==> src/rtl/uart_rx_pkg.sv <==
// Shared types for the UART receive FIFO controller.
package uart_rx_pkg;

    // Receiver bit-level state.
    typedef enum logic [2:0] {
        RX_IDLE,
        RX_START,
        RX_DATA,
        RX_STOP,
        RX_BRKW
    } rx_state_t;

    // One queue entry: character plus its framing-error bit.
    typedef struct packed {
        logic       err;
        logic [7:0] data;
    } rx_entry_t;

    // Register addresses.
    localparam logic [2:0] A_DATA  = 3'd0;
    localparam logic [2:0] A_STAT  = 3'd1;
    localparam logic [2:0] A_LSTAT = 3'd2;
    localparam logic [2:0] A_COUNT = 3'd3;
    localparam logic [2:0] A_CTRL  = 3'd4;

endpackage

==> src/rtl/uart_rx_deser.sv <==
// Oversampled 8N1 deserialiser.
// Assumes OS >= 4 sample ticks per bit. It votes 2-of-3 around each bit
// mid-point, reports a frame at the stop mid-point, and holds off after a
// break until the line is high again.
module uart_rx_deser
    import uart_rx_pkg::*;
#(
    parameter int OS = 16
) (
    input  logic       clk,
    input  logic       rst_n,
    input  logic       tick,
    input  logic       rxd,
    output logic       line,
    output logic       rx_idle,
    output logic       brk_hold,
    output logic       frm_valid,
    output logic [7:0] frm_data,
    output logic       frm_err,
    output logic       frm_brk
);
    localparam int PW = $clog2(OS);
    localparam logic [PW-1:0] PH_V0  = PW'(OS/2 - 1);
    localparam logic [PW-1:0] PH_V1  = PW'(OS/2);
    localparam logic [PW-1:0] PH_DEC = PW'(OS/2 + 1);
    localparam logic [PW-1:0] PH_END = PW'(OS - 1);

    rx_state_t     st;
    logic [PW-1:0] phase;
    logic [2:0]    bitn;
    logic [7:0]    shreg;
    logic [1:0]    votes;
    logic          sync1;
    logic          maj;

    assign rx_idle  = (st == RX_IDLE);
    assign brk_hold = (st == RX_BRKW);

    // Two-flop synchroniser on the serial input, idle high.
    always_ff @(posedge clk) begin
        if (!rst_n) begin
            sync1 <= 1'b1;
            line  <= 1'b1;
        end else begin
            sync1 <= rxd;
            line  <= sync1;
        end
    end

    // Majority of the two stored votes and the current sample.
    always_comb maj = (votes[0] & votes[1]) | (votes[0] & line) | (votes[1] & line);

    // Bit-timing state machine.
    always_ff @(posedge clk) begin
        if (!rst_n) begin
            st        <= RX_IDLE;
            phase     <= '0;
            bitn      <= '0;
            shreg     <= '0;
            votes     <= '0;
            frm_valid <= 1'b0;
            frm_data  <= '0;
            frm_err   <= 1'b0;
            frm_brk   <= 1'b0;
        end else begin
            frm_valid <= 1'b0;
            if (tick) begin
                case (st)
                    RX_IDLE: begin
                        if (!line) begin
                            st    <= RX_START;
                            phase <= PW'(1);
                        end
                    end
                    RX_BRKW: begin
                        if (line) st <= RX_IDLE;
                    end
                    default: begin
                        phase <= (phase == PH_END) ? '0 : phase + 1'b1;
                        if (phase == PH_V0) votes[0] <= line;
                        if (phase == PH_V1) votes[1] <= line;
                        if (phase == PH_DEC) begin
                            if (st == RX_START && maj) st <= RX_IDLE;
                            if (st == RX_DATA) shreg <= {maj, shreg[7:1]};
                            if (st == RX_STOP) begin
                                frm_valid <= 1'b1;
                                frm_data  <= shreg;
                                frm_err   <= !maj;
                                frm_brk   <= !maj && (shreg == 8'h00);
                                st        <= (!maj && shreg == 8'h00) ? RX_BRKW : RX_IDLE;
                            end
                        end
                        if (phase == PH_END) begin
                            if (st == RX_START) begin
                                st   <= RX_DATA;
                                bitn <= '0;
                            end else if (st == RX_DATA) begin
                                if (bitn == 3'd7) st <= RX_STOP;
                                bitn <= bitn + 1'b1;
                            end
                        end
                    end
                endcase
            end
        end
    end
endmodule

==> src/rtl/uart_rx_fifo.sv <==
// Receive queue: DEPTH entries of W bits with a head-of-queue read port.
// Assumes the caller gates push when full and pop when empty.
module uart_rx_fifo #(
    parameter int DEPTH = 16,
    parameter int W     = 9
) (
    input  logic                       clk,
    input  logic                       rst_n,
    input  logic                       push,
    input  logic [W-1:0]               din,
    input  logic                       pop,
    output logic [W-1:0]               head,
    output logic [$clog2(DEPTH+1)-1:0] count,
    output logic                       full,
    output logic                       empty
);
    localparam int PW = (DEPTH > 1) ? $clog2(DEPTH) : 1;
    localparam logic [PW-1:0] LAST = PW'(DEPTH - 1);

    logic [W-1:0]  mem [DEPTH];
    logic [PW-1:0] wp, rp;

    assign head  = mem[rp];
    assign full  = (count == ($clog2(DEPTH+1))'(DEPTH));
    assign empty = (count == '0);

    // Storage write; the entries need no reset.
    always_ff @(posedge clk) begin
        if (push) mem[wp] <= din;
    end

    // Pointer and occupancy bookkeeping.
    always_ff @(posedge clk) begin
        if (!rst_n) begin
            wp    <= '0;
            rp    <= '0;
            count <= '0;
        end else begin
            if (push) wp <= (wp == LAST) ? '0 : wp + 1'b1;
            if (pop)  rp <= (rp == LAST) ? '0 : rp + 1'b1;
            if (push && !pop)      count <= count + 1'b1;
            else if (pop && !push) count <= count - 1'b1;
        end
    end
endmodule

==> src/rtl/uart_rx_rc_flag.sv <==
// One sticky flag with the read-then-clear rule. A read that sees the
// flag at 1 arms it; a later write of 0 clears it if armed and consumes
// the arming. A set in the same cycle wins over the clear.
module uart_rx_rc_flag (
    input  logic clk,
    input  logic rst_n,
    input  logic set,
    input  logic rd,
    input  logic wr,
    input  logic wbit,
    output logic q
);
    logic arm;
    logic clr;

    // A clear is accepted only while armed.
    always_comb clr = wr && !wbit && arm;

    // Flag and arming state.
    always_ff @(posedge clk) begin
        if (!rst_n) begin
            q   <= 1'b0;
            arm <= 1'b0;
        end else begin
            if (set)      q <= 1'b1;
            else if (clr) q <= 1'b0;
            if (clr)           arm <= 1'b0;
            else if (rd && q)  arm <= 1'b1;
        end
    end
endmodule

==> src/rtl/uart_rx_flags.sv <==
// Status flag bank: ready, timeout, framing error, break, overrun.
// Assumes count and trig_eff share the width CW.
module uart_rx_flags #(
    parameter int CW        = 5,
    parameter int TMO_TICKS = 240
) (
    input  logic          clk,
    input  logic          rst_n,
    input  logic          tick,
    input  logic          rx_idle,
    input  logic          frm_valid,
    input  logic          frm_err,
    input  logic          frm_brk,
    input  logic          ovr_ev,
    input  logic [CW-1:0] fifo_count,
    input  logic [CW-1:0] trig_eff,
    input  logic          st_rd,
    input  logic          st_wr,
    input  logic [3:0]    st_wbits,
    input  logic          ls_rd,
    input  logic          ls_wr,
    input  logic          ls_wbit,
    output logic [3:0]    stat,
    output logic          orer
);
    localparam int TW = $clog2(TMO_TICKS + 1);
    localparam logic [TW-1:0] TMO_MAX = TW'(TMO_TICKS);

    logic [TW-1:0] tmo_cnt;
    logic          tmo_hit;
    logic [3:0]    set_ev;

    // The timeout expires on the tick that reaches the limit.
    always_comb tmo_hit = rx_idle && tick && (tmo_cnt == TMO_MAX - 1'b1);

    // Quiet-line counter; starts saturated so reset alone never fires it.
    always_ff @(posedge clk) begin
        if (!rst_n)                   tmo_cnt <= TMO_MAX;
        else if (!rx_idle || frm_valid) tmo_cnt <= '0;
        else if (tick && tmo_cnt != TMO_MAX) tmo_cnt <= tmo_cnt + 1'b1;
    end

    // Set conditions for the four status flags.
    always_comb begin
        set_ev[0] = (fifo_count >= trig_eff);
        set_ev[1] = tmo_hit && (fifo_count != '0) && (fifo_count < trig_eff);
        set_ev[2] = frm_valid && frm_err;
        set_ev[3] = frm_valid && frm_brk;
    end

    for (genvar i = 0; i < 4; i++) begin : g_stat
        uart_rx_rc_flag u_flag (
            .clk(clk), .rst_n(rst_n), .set(set_ev[i]),
            .rd(st_rd), .wr(st_wr), .wbit(st_wbits[i]), .q(stat[i])
        );
    end

    uart_rx_rc_flag u_orer (
        .clk(clk), .rst_n(rst_n), .set(ovr_ev),
        .rd(ls_rd), .wr(ls_wr), .wbit(ls_wbit), .q(orer)
    );
endmodule

==> src/rtl/serial_rx_fifo_ctl.sv <==
// UART receive FIFO controller top: deserialiser, queue, flag bank,
// control register and register read mux. Assumes DEPTH <= 32 so the
// count and trigger fit the 8-bit registers.
module serial_rx_fifo_ctl
    import uart_rx_pkg::*;
#(
    parameter int OS       = 16,
    parameter int DEPTH    = 16,
    parameter int TMO_BITS = 15
) (
    input  logic       clk,
    input  logic       rst_n,
    input  logic       sample_tick,
    input  logic       rxd,
    input  logic       bus_sel,
    input  logic       bus_wr,
    input  logic [2:0] bus_addr,
    input  logic [7:0] bus_wdata,
    output logic [7:0] bus_rdata,
    output logic       irq
);
    localparam int CW        = $clog2(DEPTH + 1);
    localparam int TMO_TICKS = TMO_BITS * OS;
    localparam logic [5:0] DEPTH6 = 6'(DEPTH);

    logic          line, rx_idle, brk_hold;
    logic          frm_valid, frm_err, frm_brk;
    logic [7:0]    frm_data;
    rx_entry_t     head;
    logic [CW-1:0] fifo_count, trig_eff;
    logic          full, empty, push, pop, ovr_ev;
    logic [3:0]    stat;
    logic          rdf, dr, er, brk, orer;
    logic [5:0]    trig_q;
    logic          rie_q, eie_q;
    logic [7:0]    last_q;
    logic          rd_any, wr_any;

    assign rd_any = bus_sel && !bus_wr;
    assign wr_any = bus_sel &&  bus_wr;
    assign push   = frm_valid && !full;
    assign ovr_ev = frm_valid &&  full;
    assign pop    = rd_any && (bus_addr == A_DATA) && !empty;
    assign {brk, er, dr, rdf} = stat;

    uart_rx_deser #(.OS(OS)) u_deser (
        .clk(clk), .rst_n(rst_n), .tick(sample_tick), .rxd(rxd),
        .line(line), .rx_idle(rx_idle), .brk_hold(brk_hold),
        .frm_valid(frm_valid), .frm_data(frm_data),
        .frm_err(frm_err), .frm_brk(frm_brk)
    );

    uart_rx_fifo #(.DEPTH(DEPTH), .W($bits(rx_entry_t))) u_fifo (
        .clk(clk), .rst_n(rst_n), .push(push), .din({frm_err, frm_data}),
        .pop(pop), .head(head), .count(fifo_count), .full(full), .empty(empty)
    );

    uart_rx_flags #(.CW(CW), .TMO_TICKS(TMO_TICKS)) u_flags (
        .clk(clk), .rst_n(rst_n), .tick(sample_tick), .rx_idle(rx_idle),
        .frm_valid(frm_valid), .frm_err(frm_err), .frm_brk(frm_brk),
        .ovr_ev(ovr_ev), .fifo_count(fifo_count), .trig_eff(trig_eff),
        .st_rd(rd_any && bus_addr == A_STAT),
        .st_wr(wr_any && bus_addr == A_STAT), .st_wbits(bus_wdata[3:0]),
        .ls_rd(rd_any && bus_addr == A_LSTAT),
        .ls_wr(wr_any && bus_addr == A_LSTAT), .ls_wbit(bus_wdata[0]),
        .stat(stat), .orer(orer)
    );

    // Trigger clamped to the range 1..DEPTH.
    always_comb begin
        if (trig_q == '0)         trig_eff = CW'(1);
        else if (trig_q >= DEPTH6) trig_eff = CW'(DEPTH);
        else                      trig_eff = trig_q[CW-1:0];
    end

    // Control register and the last popped character.
    always_ff @(posedge clk) begin
        if (!rst_n) begin
            trig_q <= 6'd1;
            rie_q  <= 1'b0;
            eie_q  <= 1'b0;
            last_q <= '0;
        end else begin
            if (wr_any && bus_addr == A_CTRL) begin
                trig_q <= bus_wdata[5:0];
                eie_q  <= bus_wdata[6];
                rie_q  <= bus_wdata[7];
            end
            if (pop) last_q <= head.data;
        end
    end

    // Register read mux.
    always_comb begin
        bus_rdata = '0;
        case (bus_addr)
            A_DATA:  bus_rdata = empty ? last_q : head.data;
            A_STAT:  bus_rdata = {line, 2'b00, !empty && head.err, stat};
            A_LSTAT: bus_rdata[0] = orer;
            A_COUNT: bus_rdata[CW-1:0] = fifo_count;
            A_CTRL:  bus_rdata = {rie_q, eie_q, trig_q};
            default: bus_rdata = '0;
        endcase
    end

    // Interrupt combine.
    always_comb irq = (rie_q && (rdf || dr)) || (eie_q && (er || brk || orer));
endmodule

==> config.mk <==
export PLATFORM = sky130hd
export DESIGN_NAME = serial_rx_fifo_ctl
export DESIGN_NICKNAME = d
export VERILOG_FILES = /design/src/rtl/uart_rx_pkg.sv /design/src/rtl/uart_rx_deser.sv /design/src/rtl/uart_rx_fifo.sv /design/src/rtl/uart_rx_rc_flag.sv /design/src/rtl/uart_rx_flags.sv /design/src/rtl/serial_rx_fifo_ctl.sv
export SDC_FILE = /design/constraint.sdc
export NUM_CORES = 1
export LEC_CHECK = 0
export ABC_CLOCK_PERIOD_IN_PS = 3880
export BUFFER_PORTS_ARGS = -buffer_cell sky130_fd_sc_hd__buf_2
export CELL_PAD_IN_SITES_DETAIL_PLACEMENT = 2
export CELL_PAD_IN_SITES_GLOBAL_PLACEMENT = 2
export CORE_MARGIN = 4
export CORE_UTILIZATION = 25
export CTS_CLUSTER_DIAMETER = 30
export CTS_CLUSTER_SIZE = 25
export DETAILED_ROUTE_END_ITERATION = 12
export HOLD_SLACK_MARGIN = 0.12
export PLACE_DENSITY_LB_ADDON = 0.1
export SLEW_MARGIN = 30
export SYNTH_ARGS = -nofsm -noshare
export SYNTH_HDL_FRONTEND = slang
export SYNTH_SLANG_ARGS = --single-unit
==> constraint.sdc <==
create_clock -name clk -period 3.88 [get_ports clk]
set_input_delay 0.776 -clock clk [delete_from_list [all_inputs] [get_ports clk]]
set_output_delay 0.776 -clock clk [all_outputs]
set_load 0.02 [all_outputs]
Word-level counts from Yosys, hierarchy flattened
Memories as Yosys holds them, arrays and structs flattened. A register that Yosys moved wholly into a read port is not among the register bits.
Cells that the tools add are included.

word-level totals
  input bits = 17
  logic and storage cells = 200
  register bits after elaboration = 80
  output and inout port bits = 9
  memories kept = 1
  bits in writable memories = 144

memory list
  name        words  bits a word  read ports  clocked after Yosys merged registers in  write ports  line                text
  u_fifo.mem  16     9            1           1                                        1            uart_rx_fifo.sv:20  logic [W-1:0] mem [DEPTH];

cells by class
  reductions and logical operators = 85
  add/subtract/negate cells = 7
  muxes and demuxes = 43
  order comparisons = 3
  bitwise operators = 10
  equality and inequality tests = 20

operator list
  cell                                                                                 count
  1-bit logical AND                                                                    40
  3-bit two-way mux                                                                    12
  4-bit two-way mux                                                                    6
  8-bit two-way mux                                                                    3
  4-bit equality test, second input constant                                           5
  5-bit two-way mux                                                                    4
  4-bit case mux with 4 select lines                                                   1
  2-bit nonzero test                                                                   8
  2-bit OR reduction                                                                   7
  1-bit two-way mux                                                                    13
  4-bit by 1-bit adder with 4-bit output, second input constant                        3
  3-bit by 2-bit equality test with 1-bit output, second input constant                4
  3-bit AND reduction                                                                  4
  4-bit AND reduction                                                                  3
  1-bit zero test                                                                      11
  3-bit equality test, second input constant                                           3
  3-bit case mux with 3 select lines                                                   1
  8-bit by 1-bit adder with 8-bit output, second input constant                        1
  8-bit equality test, second input constant                                           1
  8-bit zero test                                                                      1
  8-bit != test, second input constant                                                 1
  4-bit case mux with 2 select lines                                                   1
  3-bit by 1-bit equality test with 1-bit output, second input constant                2
  6-bit by 5-bit greater-or-equal comparator with 1-bit output, second input constant  1
  20 further kinds                                                                     32

Longest topological paths before layout
Gate-level depths: netlist (run 1).

  depth after elaboration = 13
  depth in mapped cells = 12
  depth with buffers taken out = 11

Modules after synthesis
From an unflattened synthesis (run 1), not the netlist that was laid out.

second synthesis, totals
  cell total of the unflattened synthesis = 755
  area total of the unflattened synthesis = 10202.3 sq um

modules (own cells, without submodules)
  module              cells an instance  times used  area each (sq um)  sequential area each (sq um)
  uart_rx_fifo        329                1           6442.4             4664.5
  uart_rx_deser       168                1           1600.3             660.6
  serial_rx_fifo_ctl  136                1           1122.3             320.3
  uart_rx_flags       77                 1           605.6              160.2
  uart_rx_rc_flag     9                  5           86.3               40.0

Worst setup path after synthesis (run 1)
OpenSTA, ideal clock, no wires.

  kind = input to register
  start = input bus_addr[1]
  end = register u_fifo.count[4]
  data required time = 3.808 ns
  arrival time = 3.215 ns
  library setup time = 0.072 ns
  buffers on the path = 1
  slack = 0.594 ns
  stages on the path = 12
  path through = or3_4 > a211oi_4 > buf_2 > inv_1 > ha_1 > inv_1 > ha_1 > nor2b_1 > o21a_1 > or3_1 > a21oi_1 > mux2i_1

on the way
  word-level cells in the longest chain between the ends = 6
  elaborated cells between the ends (all ways) = 8
  those cells by class = mux (1); reduce/logical (7)

ends and longest elaborated chain
  item                                                     line                      text
  start, declared                                          serial_rx_fifo_ctl.sv:17  input logic [2:0] bus_addr,
  3-bit zero test *                                        serial_rx_fifo_ctl.sv:43  assign pop = rd_any && (bus_addr == A_DATA) && !empty;
  1-bit logical AND * (2 in series)                        serial_rx_fifo_ctl.sv:43
  1-bit zero test                                          uart_rx_fifo.sv:41        if (push && !pop) count <= count + 1'b1;
  1-bit logical AND                                        uart_rx_fifo.sv:41
  5-bit two-way mux or 2-bit nonzero test (tied branches)  --
  end signal, assigned                                     uart_rx_fifo.sv:41
  end signal, assigned                                     uart_rx_fifo.sv:42        else if (pop && !push) count <= count - 1'b1;
  end, declared                                            uart_rx_fifo.sv:13        output logic [$clog2(DEPTH+1)-1:0] count,

Every way passes the cells marked *; elsewhere a longest branch is shown, timed or not.
A chain may end at the register's enable or synchronous reset.

==> metrics.md, run 1 <==
| Metric | Value |
|---|---|
| Synth cell types | 63 |
| Worst skew pair latency | 0.56 ns |
| Worst Tran Pin Value | 0.783 ns |
| WP data required | 3.10 ns |
| Final Setup Violations | 0 |
| Vias per cell | 4.65 |
| Initial Utilization | 0.255 |
| Largest net degree at the start of global routing | 53 |
| Fin nets | 841 |
| DRC violations left | 0 |
| Iter 0 DRT Violations | 211 |
| Setup WS post-layout | 0.223 ns |
| Crit path max fanout | 13 |
| I/O pin total | 26 |
| FILL cells | 3900 |
| Post-Synthesis Net Count | 759 |
| DR WL/cell | 21.1 um |
| Root Buffer | clkbuf_16 |
| Sw power | 1.65 mW |
| Net Sw Frac | 0.199 |
| Clock Path Buffers | 3 |
| Number of port buffers | 25 |
| Max-cap violation count | 0 |
| GR Util met3 | 0.0312 |
| GRT overflow | 0 |
| Synthesized area per cell | 13.5 um2 |
| Ant. Diodes | 0 |
| Destination of the worst hold path | u_deser.line |
| Leading cell type in the layout, fill and taps excluded | edfxtp_1 |
| GRT Overall Usage | 0.141 |
| Slew Limit Fails | 0 |
| Max Fclk | 273 MHz |
| Initial antenna violation count | 0 |
| Final ANT Viol Nets | 0 |
| Number of synthesized flops with an enable pin | 144 |
| Cell Int Power | 6.64 mW |
| Core Box Area | 0.0379 mm2 |
| Worst R2R Path Depth | 10 |
| Most frequent cells in the layout | 144 x edfxtp_1, 83 x dfxtp_1, 74 x nor2_1, 74 x clkbuf_16, 48 x nand2_1 |
| Crit Reg-Reg Endpoint | u_fifo.count[4] |
| Post-CTS resize count | 0 |
| Fin crit period | 3.66 ns |
| Final Hold Viols | 0 |
| Routability cong. | 0.724 |
| Logic pwr share | 0.011 |
| Worst-path clk slew | 0.04 ns |
| Worst Path Arrival | 2.88 ns |
| Max IR drop VDD | 0.000318 V |
| R2R setup slack | 0.70 ns |
| Leak | 4.81 nW |
| Syn Inst Count | 720 |
| RSZ-0062 raised after global routing | no |
| Dominant cell type by area after synthesis | edfxtp_1 |
| Top_reg_cell synth | edfxtp_1 |
| Hold Startpoint | u_deser.sync1 |
| Die H | 205 um |
| Syn-to-layout area delta | 32.2% |
| Cell row count | 71 |
| PwrDens | 647 mW/mm2 |
| First-pass GRT wire length | 44600 um |
| Place WS | 0.516 ns |
| Post-synth top area share | 0.446 |
| Vias in the first global route | 7283 |
| CTS Buf Count | 70 |
| Setup bufs post-CTS | 0 |
| FF+latch count, synth | 228 |
| DR vias | 6366 |
| Worst reg2reg path startpoint | u_fifo.count[1] |
| Clock Power Share | 0.677 |
| Ys async rst share | 0 |
| CTS sink cnt | 228 |
| Status | finished clean |
| Sequential element share of the synthesized area | 0.620 |
| Total wire length | 28900 um |
| Worst-case clock skew | 0.0243 ns |
| Hpwl dp | 19400 um |
| TritonCTS clock tree | built |
| CP startpoint kind | flip-flop |
| Critical path type | flip-flop to output port |
| Proportion of layout cells with a drive suffix above 1 | 0.238 |
| Hold/Removal Path Class | flip-flop to flip-flop |
| Sequential share of power | 0.312 |
| Htree depth | 3 |
| CP Capture Type | output port |
| Final setup TNS | 0 ns |
| # hold bufs at CTS | 0 |
| Cells on Worst Hold Path | 1 |
| Router iterations before antenna repair | 5 |
| Die W | 205 um |
| Tot Pwr | 8.29 mW |
| Warnings, synthesis | 0 |
| Grt met2 use | 0.235 |
| Synth area leaders | edfxtp_1 45%, dfxtp_1 17%, mux4_2 7.0%, mux2i_1 3.6%, nor2_1 3.2% |
| Layer with the highest usage | met2 |
| Synth Cell Area | 0.00969 mm2 |
| Final period util | 0.942 |
| M1 GR Usage | 0.179 |
| Slew headroom | 0.477 |
| Full die area | 0.0420 mm2 |
==> synth_stat cells (all sizes together) (5+ instances only) <==
cell,number
nor4,5
a21oi,21
inv,23
xnor2,5
and2,5
a31oi,6
o22ai,8
mux4,35
xor2,8
nor3b,5
a22o,17
mux2i,35
nand2,48
o21ai,30
clkbuf,19
dfxtp,84
nor2,84
nor3,11
ha,21
edfxtp,144
a22oi,5
buf,15
o21a,5
nand2b,7
nor2b,7
nand3,16
==> cell families (layout without fill, tap and decap cells) <==
family | Yosys count | in the layout | share of synthesized area
mux | 73 | 73 | 0.123
buf+inv | 57 | 195 | 0.0276
flops | 228 | 228 | 0.620
simple gates | 204 | 204 | 0.101
xor+xnor | 13 | 13 | 0.0118
fa+ha+maj | 22 | 22 | 0.0292
compound gates | 123 | 123 | 0.0874
==> per-stage QoR <==
step,utilization,cells,cell area (um2),hold slack (ns)
finish,0.338,1369,12800,0.408
global route,0.338,1369,12800,0.416
CTS,0.338,1369,12800,0.394
detailed placement,0.275,1241,10400,0.413
global placement,0.275,1240,10400,0.417
floorplan,-,720,9690,0.386
==> registers in the layout (all words and copies together), names as in the netlist, 5 cells and up, named ones only <==
name              cells
u_deser.shreg         8
u_fifo.mem          144
u_flags.tmo_cnt       8
u_fifo.count          5
trig_q                6
last_q                8
u_deser.frm_data      8
==> worst max-delay path, stage by stage, from the launching register on <==
cell and delay (ns):
dfxtp_2 0.61, buf_4 0.31, mux4_2 0.55, a22o_1 0.24, nor2_1 0.29, o21ai_0 0.14
buf_2 0.18
==> layer usage <==
metal	vias up	wire, um
met5	-	0
met4	0	754
met3	62	975
met2	100	14000
met1	3274	13100
li1	2930	-
==> worst max-delay path by stage <==
stage	end	slack [ns]	cells after the start
finish	bus_rdata[1]	0.22	6
global placement	u_fifo.count[4]	0.59	12
CTS	bus_rdata[1]	0.13	6
global route	bus_rdata[0]	0.02	6
detailed placement	u_fifo.count[4]	0.52	12
floorplan	u_fifo.count[4]	0.59	12
==> power by group through the flow <==
stage	logic [mW]	clock network, mW	registers [mW]
floorplan	0.0575	0	2.62
global placement	0.0892	0	2.62
detailed placement	0.0927	0	2.62
CTS	0.0936	5.75	2.58
global route	0.104	5.90	2.58
finish	0.0911	5.61	2.58
==> layout make-up <==
| type | instances | area, um2 | area share |
|---|---|---|---|
| clock buffers | 101 | 2020 | 0.158 |
| clock inverters | 27 | 340 | 0.0266 |
| inverters | 23 | 86.3 | 0.00674 |
| multi-input cells | 435 | 3430 | 0.268 |
| flip-flops and latches | 228 | 6010 | 0.469 |
| well taps | 511 | 639 | 0.0499 |
| repair buffers | 44 | 280 | 0.0219 |
(Power assumes the default switching activity.)
==> run 2, diff against run 1 <==
- RECOVER_POWER: default -> 100
==> run 2 against run 1 <==
  * The flow now finishes with violations (max-capacitance violations, max-slew violations)
  * Non-clock buffer count unchanged
  * Sequential cell count unchanged
  * Design area decreased by 0.97%
  * Critical endpoint unchanged
  * Largest cell class unchanged
  * Largest power group unchanged
==> metrics.md, run 2 (synthesis gave the netlist of run 1 again) <==
| Metric | Value |
|---|---|
| Slew headroom | -0.198 (-0.675) |
| Syn-to-layout area delta | 31.0% |
| Largest net degree at the start of global routing | 53 (unchanged) |
| Final Setup Violations | 0 (unchanged) |
| Number of port buffers | 25 (unchanged) |
| DR WL/cell | 21.1 um (+0.16%) |
| Slew Limit Fails | 9 (+9) |
| Post-CTS resize count | 0 (unchanged) |
| Max Fclk | 274 MHz (+0.10%) |
| Final setup TNS | 0 ns (unchanged) |
| Vias per cell | 4.68 (+0.60%) |
| Die H | 205 um (unchanged) |
| Worst-case clock skew | 0.0268 ns (+0.00242 ns) |
| Violated checks | max-capacitance violations, max-slew violations |
| Cell row count | 71 (unchanged) |
| First-pass GRT wire length | 44600 um (unchanged) |
| GRT Overall Usage | 0.141 (unchanged) |
| Setup WS post-layout | 0.227 ns (+0.00372 ns) |
| Ant. Diodes | 0 (unchanged) |
| Root Buffer | clkbuf_16 |
| Top reg by flops | u_fifo.mem |
| Max-cap violation count | 1 (+1) |
| CP startpoint kind | flip-flop |
| Final ANT Viol Nets | 0 (unchanged) |
| PwrDens | 653 mW/mm2 (+0.98%) |
| RSZ-0062 raised after global routing | no |
| Worst Path Arrival | 2.88 ns (about the same) |
| Leading cell type in the layout, fill and taps excluded | edfxtp_1 |
| Max IR drop VDD | 0.000318 V (+0.14%) |
| DRC violations left | 0 (unchanged) |
| Worst-path clk slew | 0.04 ns (about the same) |
| Full die area | 0.0420 mm2 (unchanged) |
| Cell area after layout | 0.0127 mm2 (-0.97%) |
| I/O pin total | 26 (unchanged) |
| Critical path type | flip-flop to output port |
| Core Box Area | 0.0379 mm2 (unchanged) |
| Initial Utilization | 0.255 (unchanged) |
| Fin nets | 841 (unchanged) |
| Max reg flops | 144 (unchanged) |
| Vias in the first global route | 7283 (unchanged) |
| Post-placement cell area | 0.0104 mm2 (unchanged) |
| GRT overflow | 0 (unchanged) |
| Final Hold Viols | 0 (unchanged) |
| Clock Path Buffers | 3 (unchanged) |
| Most frequent cells in the layout | 144 x edfxtp_1, 83 x dfxtp_1, 82 x nor2_1 |
| Routability cong. | 0.724 (unchanged) |
| Status | finished, violations left |
| Final period util | 0.941 (-0.000959) |
| Crit path max fanout | 13 (unchanged) |
| # hold bufs at CTS | 0 (unchanged) |
| Iter 0 DRT Violations | 235 (+11%) |
| DR vias | 6404 (+0.60%) |
| Hold/Removal Path Class | flip-flop to flip-flop |
| CTS Buf Count | 70 (unchanged) |
| Hpwl dp | 19400 um (unchanged) |
| WP data required | 3.10 ns (about the same) |
| TritonCTS clock tree | built |
| Router iterations before antenna repair | 6 (+1) |
| Leak | 4.73 nW (-1.6%) |
| Htree depth | 3 (unchanged) |
| Initial antenna violation count | 0 (unchanged) |
| Total wire length | 28900 um (+0.16%) |
| Worst skew pair latency | 0.56 ns (about the same) |
| Worst Tran Pin Value | 1.78 ns (+0.997 ns) |
| Setup bufs post-CTS | 0 (unchanged) |
| Proportion of layout cells with a drive suffix above 1 | 0.203 (-0.0350) |
| CTS sink cnt | 228 (unchanged) |
| Die W | 205 um (unchanged) |
| Worst Hold Slack | 0.413 ns (+0.00521 ns) |
| Fin crit period | 3.65 ns (-0.00372 ns) |
| CP Capture Type | output port |
| Tot Pwr | 8.29 mW (about the same) |
| Place WS | 0.516 ns (unchanged) |
[run 2: worst max-delay path, cell delays in order (launching register included)]
cell	delay [ns]
dfxtp_2	0.61
buf_4	0.31
mux4_2	0.55
a22o_1	0.24
nor2_1	0.29
o21ai_0	0.14
clkbuf_2	0.18
[run 2: report_power, final]
group,switching [mW],total (mW),internal (mW)
sequential,0.0133,2.58,2.57
combinational,0.0595,0.0888,0.0293
clock,1.58,5.62,4.04
total,1.65,8.29,6.64
[run 2: stage by stage]
| step | util | cells |
|---|---|---|
| 4_1_cts | 0.338 | 1369 |
| 6_report | 0.334 | 1369 |
| 3_3_place_gp | 0.275 | 1240 |
| 2_1_floorplan | - | 720 |
| 5_1_grt | 0.334 | 1369 |
| 3_5_place_dp | 0.275 | 1241 |
[run 2: final timing paths]
path | depth (start not counted) | end | slack, ns | startpoint
worst min register to register | 1 | u_deser.line | 0.41 | u_deser.sync1
worst min-delay path | 1 | u_deser.line | 0.41 | u_deser.sync1
worst max-delay path | 6 | bus_rdata[1] | 0.23 | flip-flop
worst max register to register | 5 | u_fifo.mem[10][4] | 0.42 | u_fifo.count[1]
[run 2: area by class of cell]
type / count / area, um2
repair buffers: 44 / 220
inverters: 23 / 86.3
fillers: 3928 / 25200
clock inverters: 27 / 340
well taps: 511 / 639
clock buffers: 101 / 2020
multi-input cells: 435 / 3370
flip-flops and latches: 228 / 6010
[run 2: metal layers]
layer,GRT usage,up-vias,share of wire
met2,0.235,110,0.49
met3,0.0312,57,0.034
li1,-,2928,-
met5,0,-,0
met1,0.179,3309,0.45
met4,0.0565,0,0.023
